**config.mk**
```make
export PLATFORM = sky130hd
export DESIGN_NAME = host_dr_port
export DESIGN_NICKNAME = d
export VERILOG_FILES = /design/src/rtl/hdr_pkg.sv /design/src/rtl/hdr_op_decode.sv /design/src/rtl/hdr_status.sv /design/src/rtl/hdr_data_reg.sv /design/src/rtl/host_dr_port.sv
export SDC_FILE = /design/constraint.sdc
export NUM_CORES = 1
export LEC_CHECK = 0
export ABC_CLOCK_PERIOD_IN_PS = 1500
export BUFFER_PORTS_ARGS = -buffer_cell sky130_fd_sc_hd__buf_2
export CAP_MARGIN = 5
export CORE_ASPECT_RATIO = 1.4
export CORE_MARGIN = 4
export CORE_UTILIZATION = 25
export DETAILED_ROUTE_END_ITERATION = 7
export PLACE_DENSITY = 0.55
export SLEW_MARGIN = 40
export SYNTH_ARGS = -nofsm -noshare
export SYNTH_HDL_FRONTEND = slang
export SYNTH_HIERARCHICAL = 1
export SYNTH_SLANG_ARGS = --single-unit
```
**constraint.sdc**
```tcl
create_clock -name clk -period 1.5 [get_ports clk]
set_input_delay 0.075 -clock clk [delete_from_list [all_inputs] [get_ports clk]]
set_output_delay 0.075 -clock clk [all_outputs]
set_load 0.03 [all_outputs]
```
**src/rtl/hdr_pkg.sv**
```systemverilog
package hdr_pkg;

    localparam int BYTE_W = 8;
    localparam int DR_W   = 2 * BYTE_W;

    typedef logic [BYTE_W-1:0] byte_t;
    typedef logic [DR_W-1:0]   word_t;

    // One decoded action per clock; the core load outranks every host action.
    typedef enum logic [2:0] {
        OP_IDLE,
        OP_RD_HI,
        OP_RD_LO,
        OP_RD_NARROW,
        OP_WR_HI,
        OP_WR_LO,
        OP_WR_NARROW,
        OP_CORE_LOAD
    } op_e;

    typedef struct packed {
        logic req;   // transfer requested by the core
        logic half;  // 1 = low byte is next in wide mode
    } stat_t;

    function automatic byte_t pick_byte(word_t w, logic wide, logic half);
        return (wide && !half) ? w[DR_W-1:BYTE_W] : w[BYTE_W-1:0];
    endfunction

endpackage

```
**src/rtl/hdr_op_decode.sv**
```systemverilog
module hdr_op_decode
    import hdr_pkg::*;
(
    input  logic wide_mode,
    input  logic half,
    input  logic host_rd,
    input  logic host_wr,
    input  logic core_load,
    output op_e  op
);
    always_comb begin
        if (core_load) begin
            op = OP_CORE_LOAD;
        end else if (host_wr) begin
            if (!wide_mode)  op = OP_WR_NARROW;
            else if (!half)  op = OP_WR_HI;
            else             op = OP_WR_LO;
        end else if (host_rd) begin
            if (!wide_mode)  op = OP_RD_NARROW;
            else if (!half)  op = OP_RD_HI;
            else             op = OP_RD_LO;
        end else begin
            op = OP_IDLE;
        end
    end
endmodule

```
**src/rtl/hdr_status.sv**
```systemverilog
module hdr_status
    import hdr_pkg::*;
(
    input  logic  clk,
    input  logic  rst,
    input  op_e   op,
    output stat_t stat
);
    stat_t nxt;

    always_comb begin
        nxt = stat;
        unique case (op)
            OP_CORE_LOAD: begin nxt.req = 1'b1; nxt.half = 1'b0; end
            OP_RD_HI,
            OP_WR_HI:     nxt.half = 1'b1;
            OP_RD_LO,
            OP_WR_LO:     begin nxt.req = 1'b0; nxt.half = 1'b0; end
            OP_RD_NARROW,
            OP_WR_NARROW: nxt.req = 1'b0;
            default:      nxt = stat;
        endcase
    end

    always_ff @(posedge clk) begin
        if (rst) stat <= '0;
        else     stat <= nxt;
    end
endmodule

```
**src/rtl/hdr_data_reg.sv**
```systemverilog
module hdr_data_reg
    import hdr_pkg::*;
(
    input  logic  clk,
    input  logic  rst,
    input  op_e   op,
    input  byte_t wbyte,
    input  word_t core_word,
    output word_t dr
);
    word_t nxt;

    always_comb begin
        nxt = dr;
        unique case (op)
            OP_CORE_LOAD: nxt = core_word;
            OP_WR_HI:     nxt = {wbyte, dr[BYTE_W-1:0]};
            OP_WR_LO:     nxt = {dr[DR_W-1:BYTE_W], wbyte};
            OP_WR_NARROW: nxt = {{BYTE_W{1'b0}}, wbyte};
            default:      nxt = dr;
        endcase
    end

    always_ff @(posedge clk) begin
        if (rst) dr <= '0;
        else     dr <= nxt;
    end
endmodule

```
**src/rtl/host_dr_port.sv**
```systemverilog
module host_dr_port
    import hdr_pkg::*;
(
    input  logic              clk,
    input  logic              rst,
    input  logic              wide_mode,
    input  logic              host_rd,
    input  logic              host_wr,
    input  logic [BYTE_W-1:0] host_wdata,
    output logic [BYTE_W-1:0] host_rdata,
    input  logic              core_load,
    input  logic [DR_W-1:0]   core_data,
    output logic [DR_W-1:0]   dr_q,
    output logic              req_pending,
    output logic              half_sel
);
    op_e   op;
    stat_t stat;
    word_t dr;

    hdr_op_decode u_dec (
        .wide_mode (wide_mode),
        .half      (stat.half),
        .host_rd   (host_rd),
        .host_wr   (host_wr),
        .core_load (core_load),
        .op        (op)
    );

    hdr_status u_stat (
        .clk  (clk),
        .rst  (rst),
        .op   (op),
        .stat (stat)
    );

    hdr_data_reg u_dr (
        .clk       (clk),
        .rst       (rst),
        .op        (op),
        .wbyte     (host_wdata),
        .core_word (core_data),
        .dr        (dr)
    );

    assign host_rdata  = pick_byte(dr, wide_mode, stat.half);
    assign dr_q        = dr;
    assign req_pending = stat.req;
    assign half_sel    = stat.half;
endmodule

```
After elaboration in Yosys (flattened, before gate mapping). Index checks and enable logic that the tools add are counted.

Flip-flop bits (word level): 18. Bits of input ports: 30. Word-level logic and storage cells: 35.

Equal/unequal tests: 7. Mux-type cells: 11. Bitwise gates (word level): 2. Reduce and logical (&&, ||, !) cells: 11.

Operators by type and width (count): 16-bit case mux with 4 select lines (1); 3-bit 2-to-1 mux (5); 3-bit equality test, second input constant (4); 8-bit 2-to-1 mux (1); 3-bit by 2-bit equality test with 1-bit output, second input constant (2); 3-bit nonzero test (2); 1-bit case mux with 2 select lines (2); 2-bit AND reduction (2); 2-bit nonzero test (2); 4-bit OR reduction (1); 3-bit by 1-bit equality test with 1-bit output, second input constant (1); 3-bit OR reduction (1); 2-bit 2-to-1 mux (1); 1-bit inverter (2); 2-bit OR reduction (1); 1-bit logical AND (1); 1-bit logical NOT (1); 1-bit 2-to-1 mux (1).

Logic depth before layout (Yosys ltp). Gate-level depths: netlist (run 1).

Depth after elaboration: 8. Gate-level depth with buffers: 8. Depth with buffers taken out: 6.

Hierarchy. The synthesis (run 1) kept the hierarchy.

By module, submodules not included: hdr_data_reg (times used 1, cells an instance 101, area each 944.7 um^2, sequential area each 320.3 um^2); host_dr_port (times used 1, cells an instance 10, area each 145.1 um^2, sequential area each 0.0 um^2); hdr_status (times used 1, cells an instance 10, area each 86.3 um^2, sequential area each 40.0 um^2); hdr_op_decode (times used 1, cells an instance 9, area each 48.8 um^2, sequential area each 0.0 um^2).

Least setup slack after synthesis (run 1). Ideal clock, no wire load.

Path type: register -> register. Start point: register, netlist name u_stat/stat[0]. End point: register u_dr.dr[0]. Arrival time: 1.662 ns. Required time: 1.419 ns. Setup slack: -0.242 ns. Cell stages (with the launch flop): 9. Buffers on the path: 2. Clock period less this slack: 1.742 ns. Path through: dfxtp_1 nand2b_1 a21oi_1 or2_1 buf_2 buf_2 nor3b_1 a21o_1 a211oi_2.

Cells in the longest elaborated chain, start to end: 8.

Ends and longest elaborated chain: 2-bit 2-to-1 mux (*) (RTL line hdr_op_decode.sv:20) `else if (!half) op = OP_RD_HI;`; 3-bit 2-to-1 mux (*) (RTL line hdr_op_decode.sv:19) `if (!wide_mode) op = OP_RD_NARROW;`; 3-bit 2-to-1 mux (*) (RTL line hdr_op_decode.sv:18) `end else if (host_rd) begin`; 3-bit 2-to-1 mux (*) (RTL line hdr_op_decode.sv:14) `end else if (host_wr) begin`; 3-bit 2-to-1 mux (*) (RTL line hdr_op_decode.sv:12) `if (core_load) begin`; via op[1] (RTL line host_dr_port.sv:17) `op_e op;`; 3-bit equality test (RTL line hdr_data_reg.sv:15) `unique case (op)`; 3-bit nonzero test (no line) / 1-bit inverter (equally long branches); 2-bit AND reduction (no line); end signal: assignment (RTL line hdr_data_reg.sv:26) `else dr <= nxt;`; end: declaration (RTL line hdr_data_reg.sv:9) `output word_t dr`.

Mark *: on every way through the listed nets, which the timed path passes. The rest lies on a longest branch. A chain may end at the register's enable or synchronous reset.

Worst setup path after layout (run 1).
Start point: register, netlist name u_stat/stat[0]. End point: register u_dr.dr[8].

Cells in the longest elaborated chain, start to end: 8.

Ends and longest elaborated chain (RTL line): 2-bit 2-to-1 mux (hdr_op_decode.sv:20); 3-bit 2-to-1 mux (hdr_op_decode.sv:19); 3-bit 2-to-1 mux (hdr_op_decode.sv:18); 3-bit 2-to-1 mux (*) (hdr_op_decode.sv:14); 3-bit 2-to-1 mux (*) (hdr_op_decode.sv:12); via op[0] (host_dr_port.sv:17); 3-bit equality test (hdr_data_reg.sv:15); 3-bit nonzero test (no line) / 1-bit inverter (equally long branches); 2-bit AND reduction (no line).

Marked as above.

==> results of run 1 <==
## layout by cell type (no fill, tap or decap), types with 2 or more instances in the layout
| cell | instances |
|---|---|
| buf_8 | 2 |
| buf_12 | 3 |
| a221oi_2 | 6 |
| nor3b_2 | 7 |
| a21oi_1 | 2 |
| a211oi_2 | 8 |
| nand3b_1 | 2 |
| clkbuf_8 | 4 |
| nand2_1 | 11 |
| a21o_1 | 8 |
| o2bb2ai_1 | 8 |
| buf_4 | 3 |
| a221oi_1 | 2 |
| mux2i_1 | 8 |
| buf_2 | 54 |
| inv_1 | 8 |
| clkbuf_16 | 2 |
| dfxtp_1 | 17 |
| nor2_1 | 10 |
| mux2_4 | 8 |
## layer usage
metal  wire, um  track usage [%]  vias to the layer above
met2       1840             17.8                       35
met4         65             5.08                        0
met5          0                0                        -
met3        219             2.49                        5
met1       1540             14.7                      544
li1           -                -                      589
## worst paths after layout
check | slack, ps | from | cells past startpoint | endpoint
min reg2reg | 490 | u_dr/dr[15]$_SDFFE_PP0P_ | 2 | u_dr/dr[15]$_SDFFE_PP0P_
max reg2reg | 30 | u_stat/stat[0]$_SDFFE_PP0P_ | 8 | u_dr/dr[8]$_SDFFE_PP0P_
max | 30 | u_stat/stat[0]$_SDFFE_PP0P_ | 8 | u_dr/dr[8]$_SDFFE_PP0P_
min | 180 | core_data[15] | 4 | u_dr/dr[15]$_SDFFE_PP0P_
## what timing repair did
item / 4_1_cts / 5_1_grt
gates resized for setup: 3 / 21
pin swaps: 0 / 6
buffers inserted: 0 / 2
gates cloned: 0 / 2
endpoints found under the setup margin: 13 / 17
## power groups by stage
stage | clock [W] | sequential, W | combinational (W)
global placement | 0 | 0.000571 | 0.000567
CTS | 0.000425 | 0.000560 | 0.000576
global route | 0.000446 | 0.000567 | 0.000694
finish | 0.000418 | 0.000559 | 0.000648
detailed placement | 0 | 0.000571 | 0.000569
floorplan | 0 | 0.000652 | 0.000338
## per-stage QoR
stage               power, W  TNS [ps]
CTS                  0.00156         0
global placement     0.00114     -3.23
floorplan           0.000990     -3.50
detailed placement   0.00114      -148
finish               0.00162         0
global route         0.00171      -633
## layout make-up
type	count	share of cell area, %
Sequential cell	18	20.1
Clock buffer	4	3.03
Timing Repair Buffer	64	23.8
Multi-Input combinational cell	92	46.8
Inverter	9	2.00
Tap cell	62	4.27
## cell families after synthesis
family                 after synthesis  share of synthesized area (%)
AOI/OAI and AO/OA                   38                           27.5
DFF                                 18                           29.4
muxes                               16                           16.3
buffers and inverters               20                           10.0
and+or+nand+nor                     38                           16.8
## worst reg2reg max path: cells and delay by family (launching register included)
kind                   cells  cell delay [ps]
buffers and inverters      3              390
AO/OA/AOI/OAI              2              330
AND/OR/NAND/NOR            3              290
flip-flops                 1              370
## cells in the mapped netlist, types with 2 or more instances
| master | number | area, um^2 |
|---|---|---|
| a211oi_2 | 8 | 100 |
| a221oi_1 | 8 | 70.1 |
| nand2_1 | 12 | 45.0 |
| dfxtp_1 | 18 | 360 |
| mux2_4 | 8 | 120 |
| nor2_1 | 10 | 37.5 |
| nor3b_1 | 8 | 60.1 |
| buf_6 | 3 | 33.8 |
| o2bb2ai_1 | 8 | 70.1 |
| nand3b_1 | 2 | 15.0 |
| mux2i_1 | 8 | 80.1 |
| a21oi_1 | 2 | 10.0 |
| inv_1 | 9 | 33.8 |
| a21o_1 | 8 | 60.1 |
| buf_2 | 3 | 15.0 |
## registers in the layout, summed over array words and instances (netlist names)
name / count
u_dr/dr: 16
u_stat/stat: 2
==> impl_metrics.env, run 1 <==
export IMPL_layout_min_cycle_time_ps=1470
export IMPL_wirelength_mm=3.66
export IMPL_seqPwrFrac_pct=34.4
export IMPL_finalCritPeriodShare_pct=97.9
export IMPL_worst_pin_slew_ps=484
export IMPL_avgSynthCellArea_um2=9.42
export IMPL_crit_path_frequent_cell="buf_12"
export IMPL_power_leakage_nw=0.879
export IMPL_crit_fanout=10
export IMPL_viasPerCell=4.71
export IMPL_synth_warnings=6
export IMPL_fillCellCount=505
export IMPL_holdWs_ps=179
export IMPL_drv_slew=0
export IMPL_port_buffers=55
export IMPL_setup_viol=0
export IMPL_die_area_mm2=0.00610
export IMPL_io_pins=56
export IMPL_grt_pass1_vias=1099
export IMPL_synth_seq_area_share_pct=29.4
export IMPL_status="completed"
export IMPL_ctsHoldBuffers=0
export IMPL_cts_sinks=18
export IMPL_drv_cap=0
export IMPL_ys_seq_elements=18
export IMPL_dpl_worst_slack_ps=-21.9
export IMPL_crit_type="reg2reg"
export IMPL_finalNonFillerCells=249
export IMPL_die_h_um=90.8
export IMPL_cts_root_buffer_cell="clkbuf_8"
export IMPL_drive_gt1_share_pct=56.7
export IMPL_antenna_found_initial=0
export IMPL_synth_edf_count=0
export IMPL_core_area_mm2=0.00464
export IMPL_rsz0062_at_grt="yes"
export IMPL_cts_buffer_depth=2
export IMPL_die_x_um=67.2
export IMPL_drt_iter0_drc=27
export IMPL_finalInstanceArea_mm2=0.00182
export IMPL_insertion_delay_ps=260
export IMPL_htreeDepth=1
export IMPL_fin_util_pct=39.1
export IMPL_p_clk_share_pct=25.7
export IMPL_area_growth_synth_to_final_pct=48.2
export IMPL_setup_slack_ps=31.7
export IMPL_clkSlewWorstSetupHoldPaths_ps=70
export IMPL_grt_remaining_overflow=0
export IMPL_hold_viol_final=0
export IMPL_ant_nets=0
export IMPL_crit_family="buffers and inverters"
export IMPL_combPwrFrac_pct=39.9
export IMPL_switching_share_pct=36.1
export IMPL_crit_path_end_kind="flop"
export IMPL_start_util_pct=26.4
export IMPL_place_hpwl_mm=2.43
export IMPL_syn_num_nets=160
export IMPL_power_switching_w=0.000586
export IMPL_fin_worst_skew_ps=0.884
export IMPL_placed_cell_area_mm2=0.00158
export IMPL_cp_num_buf_inv=3
export IMPL_ys_flop_type="dfxtp_1"
export IMPL_fin_nets=218
export IMPL_ys_async_sr_fraction_pct=0
export IMPL_fmax_mhz=681
export IMPL_cp_data_arrival_time_ps=1640
export IMPL_setup_worst_path_start_class="flop"
export IMPL_grt_use_total_pct=11.4
export IMPL_slew_headroom_pct=67.7
export IMPL_seq_area_um2=364
export IMPL_numCtsBuffers=3
export IMPL_cts_tree="done"
export IMPL_dpl_cell_count=241
export IMPL_cp_slowest_cell="dfxtp_4"
export IMPL_grt_max_degree=38
export IMPL_netlist_area_mm2=0.00122
export IMPL_place_congestion=0.721
export IMPL_grt_pass1_wl_mm=5.45
export IMPL_drc=0
export IMPL_antenna_cells=0
export IMPL_multi_input_area_um2=850
export IMPL_vias=1173
export IMPL_rows=29
export IMPL_path_cells="nand2_1 > nand3b_1 > nand2_4 > buf_12 > inv_4 > o21ai_4 > buf_12 > a221oi_2"
export IMPL_detail_route_wl_per_cell_um=14.7
export IMPL_required_ps=1680
export IMPL_vdd_drop_max_uv=462
export IMPL_syn_inst=130
export IMPL_hold_path_class="in2reg"
export IMPL_yosysUniqueCellTypes=30
export IMPL_p_int_w=0.00104
export IMPL_critPathMaxStageDelay_ps=370
export IMPL_power_density_mw_per_mm2=895
export IMPL_drt_pass1_iter_count=4
No activity file was read; power rests on OpenSTA's default activity.
==> inputs of run 2 (changes only) <==
- ABC_CLOCK_PERIOD_IN_PS: 1500 -> 1800
- PLACE_DENSITY: 0.55 -> 0.53
- clock period: 1.5 -> 1.8 ns (I/O delays scaled with it)
==> run 2 against run 1 <==
Clock-buffer cell count unchanged; fmax is 9.4% lower; sequential power decreased by 17%; first-iteration DRC count up 30%; utilization decreased by 5.0 points; worst setup slack improved by 150 ps; wire length shrank 11%; final area fell by 13%; via count is 3.7% lower; clock skew grew 5.1 ps; largest power group is now registers.
==> impl_metrics.env, run 2 (synthesis results as in run 1) <==
export IMPL_final_setup_tns_ps=0
export IMPL_vdd_drop_max_uv=326
export IMPL_cts_buffer_depth=2
export IMPL_min_to="u_dr/dr[14]$_SDFFE_PP0P_"
export IMPL_wirelength_mm=3.25
export IMPL_drt_pass1_iter_count=4
export IMPL_place_hpwl_mm=2.49
export IMPL_path_cells="nand2b_1 > a21oi_1 > or2_1 > buf_4 > nor3b_1 > a21o_1 > a211oi_2"
export IMPL_power_leakage_nw=0.796
export IMPL_largest_registers="u_dr/dr x16, u_stat/stat x2"
export IMPL_status="completed"
export IMPL_numCtsBuffers=3
export IMPL_finalNonFillerCells=245
export IMPL_area_growth_synth_to_final_pct=29.1
export IMPL_clkSlewWorstSetupHoldPaths_ps=70
export IMPL_largest_reg_flops=16
export IMPL_regMostFlops="u_dr/dr"
export IMPL_place_congestion=0.713
export IMPL_cp_slowest_cell="dfxtp_1"
export IMPL_cts_setup_buffers=0
export IMPL_power_density_mw_per_mm2=791
export IMPL_vias=1130
export IMPL_fin_util_pct=34.1
export IMPL_drt_iter0_drc=35
export IMPL_cts_sinks=18
export IMPL_ctsHoldBuffers=0
export IMPL_hold_viol_final=0
export IMPL_r2r_cells=7
export IMPL_drv_slew=0
export IMPL_die_x_um=67.2
export IMPL_slew_headroom_pct=72.1
export IMPL_io_pins=56
export IMPL_setup_viol=0
export IMPL_min_path_cells=3
export IMPL_grt_use_total_pct=10.7
export IMPL_required_ps=1970
export IMPL_grt_pass1_wl_mm=5.15
export IMPL_start_util_pct=26.4
export IMPL_detail_route_wl_per_cell_um=13.3
export IMPL_viasPerCell=4.61
export IMPL_fin_nets=214
export IMPL_grt_remaining_overflow=0
export IMPL_cts_root_buffer_cell="clkbuf_8"
export IMPL_grt_max_degree=28
export IMPL_ant_nets=0
export IMPL_fin_worst_skew_ps=6.01
export IMPL_core_area_mm2=0.00464
export IMPL_antenna_cells=0
export IMPL_reg2reg_slack_ps=180
export IMPL_die_h_um=90.8
export IMPL_fillCellCount=547
export IMPL_crit_path_end_kind="flop"
export IMPL_rsz0062_at_grt="no"
export IMPL_drv_cap=0
export IMPL_min_from="host_wdata[6]"
export IMPL_fmax_mhz=617
export IMPL_cp_data_arrival_time_ps=1790
export IMPL_worst_pin_slew_ps=419
export IMPL_layout_min_cycle_time_ps=1620
export IMPL_cts_resized=0
export IMPL_drive_gt1_share_pct=44.8
export IMPL_critPathMaxStageDelay_ps=420
export IMPL_finalCritPeriodShare_pct=90.0
export IMPL_cts_tree="done"
export IMPL_drc=0
export IMPL_crit_fanout=27
export IMPL_p_total_w=0.00125
export IMPL_rr_startpoint="u_stat/stat[0]$_SDFFE_PP0P_"
export IMPL_final_cell_mix="55 x buf_2, 18 x dfxtp_1, 12 x nand2_1, 10 x nor2_1, 9 x inv_1"
export IMPL_hold_path_class="in2reg"
export IMPL_setup_worst_path_start_class="flop"
export IMPL_grt_pass1_vias=1063
export IMPL_timing_rr_end="u_dr/dr[7]$_SDFFE_PP0P_"
export IMPL_port_buffers=55
export IMPL_final_common_cell="buf_2"
export IMPL_rows=29
export IMPL_crit_type="reg2reg"
export IMPL_dpl_cell_count=241
export IMPL_antenna_found_initial=0
export IMPL_htreeDepth=1
export IMPL_insertion_delay_ps=250
export IMPL_die_area_mm2=0.00610
run 2: cell count changes in the layout (fill, tap and decap cells not counted), moves of 2 or more:
| cell | change |
|---|---|
| a221oi_2 | -6 |
| nor3b_2 | -7 |
| clkbuf_16 | -2 |
| buf_12 | -3 |
| buf_8 | -2 |
| buf_4 | +2 |
| a221oi_1 | +6 |
| nor3b_1 | +7 |
run 2: worst max path at each step:
stage                                      startpoint                      end  slack (ps)  cells past startpoint
after floorplan           u_stat/stat[0]$_SDFFE_PP0P_  u_dr/dr[0]$_SDFFE_PP0P_          60                      8
after global placement    u_stat/stat[0]$_SDFFE_PP0P_  u_dr/dr[0]$_SDFFE_PP0P_         250                      7
after detailed placement  u_stat/stat[0]$_SDFFE_PP0P_  u_dr/dr[0]$_SDFFE_PP0P_         210                      7
after CTS                 u_stat/stat[0]$_SDFFE_PP0P_  u_dr/dr[0]$_SDFFE_PP0P_         190                      7
after global routing      u_stat/stat[0]$_SDFFE_PP0P_  u_dr/dr[3]$_SDFFE_PP0P_          30                      7
final                     u_stat/stat[0]$_SDFFE_PP0P_  u_dr/dr[7]$_SDFFE_PP0P_         180                      7
run 2: final cells by class:
type | count | area (um^2) | share of cell area (%)
well taps | 62 | 77.6 | 4.91
multi-input cells | 92 | 742 | 46.9
repair buffers | 60 | 313 | 19.8
flip-flops and latches | 18 | 360 | 22.8
clock buffers | 4 | 55.1 | 3.48
inverters | 9 | 33.8 | 2.14
run 2: critical path, delay by kind of cell (launching register included):
family	cells	cell delay (ps)
and+or+nand+nor	3	340
AOI/OAI and AO/OA	3	480
buffers and inverters	1	290
DFF	1	420
run 2: power breakdown:
part           total [W]  switching (W)  internal [W]
combinational   0.000457       0.000272      0.000185
sequential      0.000465      0.0000292      0.000436
clock           0.000329       0.000135      0.000194
run 2: metal layers:
metal	wire, um	up-vias	part of all wire (%)	GRT usage [%]
li1	-	583	-	-
met1	1410	511	43	13.3
met2	1600	34	49	18.1
met3	218	2	6.7	2.37
met4	24	0	0.74	2.54
met5	0	-	0	0
run 2: stage by stage:
stage	instance area [um^2]	hold slack, ps	worst slack, ps
after floorplan	1220	159	57.7
after detailed placement	1530	478	211
after CTS	1580	226	193
final	1580	221	180
after global placement	1530	471	252
after global routing	1580	240	28.1
==> inputs of run 3 (changes only) <==
- CORE_UTILIZATION: 25 -> 50
- PLACE_DENSITY: 0.53 -> 0.9
==> run 3 against run 2 <==
Final area is 5.6% lower; worst setup slack better by 40 ps; clock skew grew 0.99 ps; worst hold slack got worse by 66 ps; cell count down 17%; first-iteration DRC count shrank 14%; wire length fell by 9.6%; clock-buffer cell count shrank 1; critical path depth is 1 lower; utilization increased by 29 points; via count grew 2.6%; critical path type unchanged; highest routed layer unchanged.
==> impl_metrics.env, run 3 (synthesis results as in run 1) <==
export IMPL_io_pins=56
export IMPL_cts_buffer_depth=2
export IMPL_area_growth_synth_to_final_pct=21.9
export IMPL_rsz0062_at_grt="no"
export IMPL_cts_tree="done"
export IMPL_timing_rr_end="u_dr/dr[1]$_SDFFE_PP0P_"
export IMPL_multi_input_area_um2=742
export IMPL_final_cell_mix="55 x buf_2, 18 x dfxtp_1, 12 x nand2_1, 10 x nor2_1, 9 x inv_1"
export IMPL_placed_cell_area_mm2=0.00147
export IMPL_dpl_cell_count=201
export IMPL_fillCellCount=198
export IMPL_viasPerCell=5.68
export IMPL_port_buffers=55
export IMPL_rows=21
export IMPL_detail_route_wl_per_cell_um=14.4
export IMPL_largest_registers="u_dr/dr x16, u_stat/stat x2"
export IMPL_cts_resized=0
export IMPL_cts_setup_buffers=0
export IMPL_cp_data_arrival_time_ps=1790
export IMPL_drv_cap=0
export IMPL_crit_fanout=8
export IMPL_grt_pass1_vias=1066
export IMPL_cts_root_buffer_cell="clkbuf_4"
export IMPL_hold_viol_final=0
export IMPL_seq_area_um2=360
export IMPL_grt_remaining_overflow=0
export IMPL_dpl_worst_slack_ps=232
export IMPL_ctsHoldBuffers=0
export IMPL_worst_pin_slew_ps=530
export IMPL_grt_pass1_wl_mm=4.62
export IMPL_wirelength_mm=2.94
export IMPL_grt_max_degree=22
export IMPL_clkSlewWorstSetupHoldPaths_ps=100
export IMPL_setup_viol=0
export IMPL_drt_iter0_drc=30
export IMPL_setup_slack_ps=220
export IMPL_die_h_um=66.6
export IMPL_ant_nets=0
export IMPL_required_ps=2010
export IMPL_antenna_cells=0
export IMPL_cp_num_buf_inv=0
export IMPL_power_density_mw_per_mm2=750
export IMPL_antenna_found_initial=0
export IMPL_largest_reg_flops=16
export IMPL_core_area_mm2=0.00236
export IMPL_critical_path_endpoint="u_dr/dr[1]$_SDFFE_PP0P_"
export IMPL_drt_pass1_iter_count=4
export IMPL_cts_sinks=18
export IMPL_finalCritPeriodShare_pct=87.8
export IMPL_drive_gt1_share_pct=44.2
export IMPL_path_cells="nand2b_1 > a21oi_1 > or2_1 > o21a_1 > nor2_1 > a211oi_2"
export IMPL_rr_startpoint="u_stat/stat[0]$_SDFFE_PP0P_"
export IMPL_fin_worst_skew_ps=7.00
export IMPL_htreeDepth=1
export IMPL_fmax_mhz=633
export IMPL_grt_use_total_pct=17.8
export IMPL_vdd_drop_max_uv=533
export IMPL_start_util_pct=51.8
export IMPL_final_common_cell="buf_2"
export IMPL_insertion_delay_ps=300
export IMPL_slew_headroom_pct=64.5
export IMPL_cp_startpoint="u_stat/stat[0]$_SDFFE_PP0P_"
export IMPL_r2r_cells=6
export IMPL_setup_worst_path_start_class="flop"
export IMPL_power_leakage_nw=0.776
export IMPL_die_x_um=49.8
export IMPL_cp_slowest_cell="dfxtp_1"
export IMPL_drv_slew=0
export IMPL_layout_min_cycle_time_ps=1580
export IMPL_vias=1159
export IMPL_place_hpwl_mm=2.29
export IMPL_status="completed"
export IMPL_crit_path_end_kind="flop"
export IMPL_die_area_mm2=0.00332
export IMPL_critPathMaxStageDelay_ps=410
export IMPL_final_setup_tns_ps=0
export IMPL_hold_path_class="in2reg"
export IMPL_fin_nets=213
export IMPL_min_path_cells=3
export IMPL_crit_family="compound AO/OA/AOI/OAI gates"
export IMPL_drc=0
export IMPL_place_congestion=0.805
export IMPL_crit_type="reg2reg"
export IMPL_finalInstanceArea_mm2=0.00149
export IMPL_reg2reg_slack_ps=220
export IMPL_cp_depth=6
export IMPL_finalNonFillerCells=204
export IMPL_regMostFlops="u_dr/dr"
export IMPL_numCtsBuffers=3
-- run 3: changes by cell type in the layout (fill, tap and decap cells not counted), sizes merged --
cell | previous run | this run
buf | 60 | 59
clkbuf | 4 | 3
-- run 3: worst reg2reg max path: stages (launching register included) --
cell	delay (ps)
dfxtp_1	410
nand2b_1	70
a21oi_1	130
or2_1	210
o21a_1	370
nor2_1	100
a211oi_2	210
-- run 3: power by group --
group | switching, W | leakage (nW) | internal, W
registers | 0.0000292 | 0.149 | 0.000436
clock network | 0.000120 | 0.0138 | 0.0000780
logic | 0.000272 | 0.613 | 0.000183
-- run 3: worst min path at each step --
stage | start | end | slack (ps)
after floorplan | rst | u_stat/stat[1]$_SDFFE_PP0P_ | 160
after global placement | host_wdata[4] | u_dr/dr[12]$_SDFFE_PP0P_ | 470
after detailed placement | host_wdata[2] | u_dr/dr[10]$_SDFFE_PP0P_ | 480
after CTS | host_wdata[4] | u_dr/dr[12]$_SDFFE_PP0P_ | 150
after global routing | host_wdata[3] | u_dr/dr[11]$_SDFFE_PP0P_ | 190
final | host_wdata[4] | u_dr/dr[12]$_SDFFE_PP0P_ | 150
-- run 3: final cells by class --
cell class / count / share of cell area (%)
clock buffer: 3 / 1.51
tap: 23 / 1.93
multi-input combinational: 92 / 49.7
timing repair buffer: 59 / 20.5
inverter: 9 / 2.26
sequential: 18 / 24.1
-- run 3: through the flow --
| stage | hold WS (ps) | power [W] | utilization (%) |
|---|---|---|---|
| floorplan | 159 | 0.000815 | - |
| global placement | 466 | 0.000918 | 62.2 |
| detailed placement | 480 | 0.000932 | 62.2 |
| CTS | 153 | 0.00113 | 63.1 |
| global route | 186 | 0.00117 | 63.1 |
| finish | 154 | 0.00112 | 63.1 |
-- run 3: routing by layer --
metal	wire, um	up-vias	global-route usage, %	part of all wire [%]
met4	91	0	10.7	3.1
met5	0	-	0	0
met2	1580	35	32.8	54
li1	-	576	-	-
met1	1160	539	19.4	39
met3	108	9	1.57	3.7
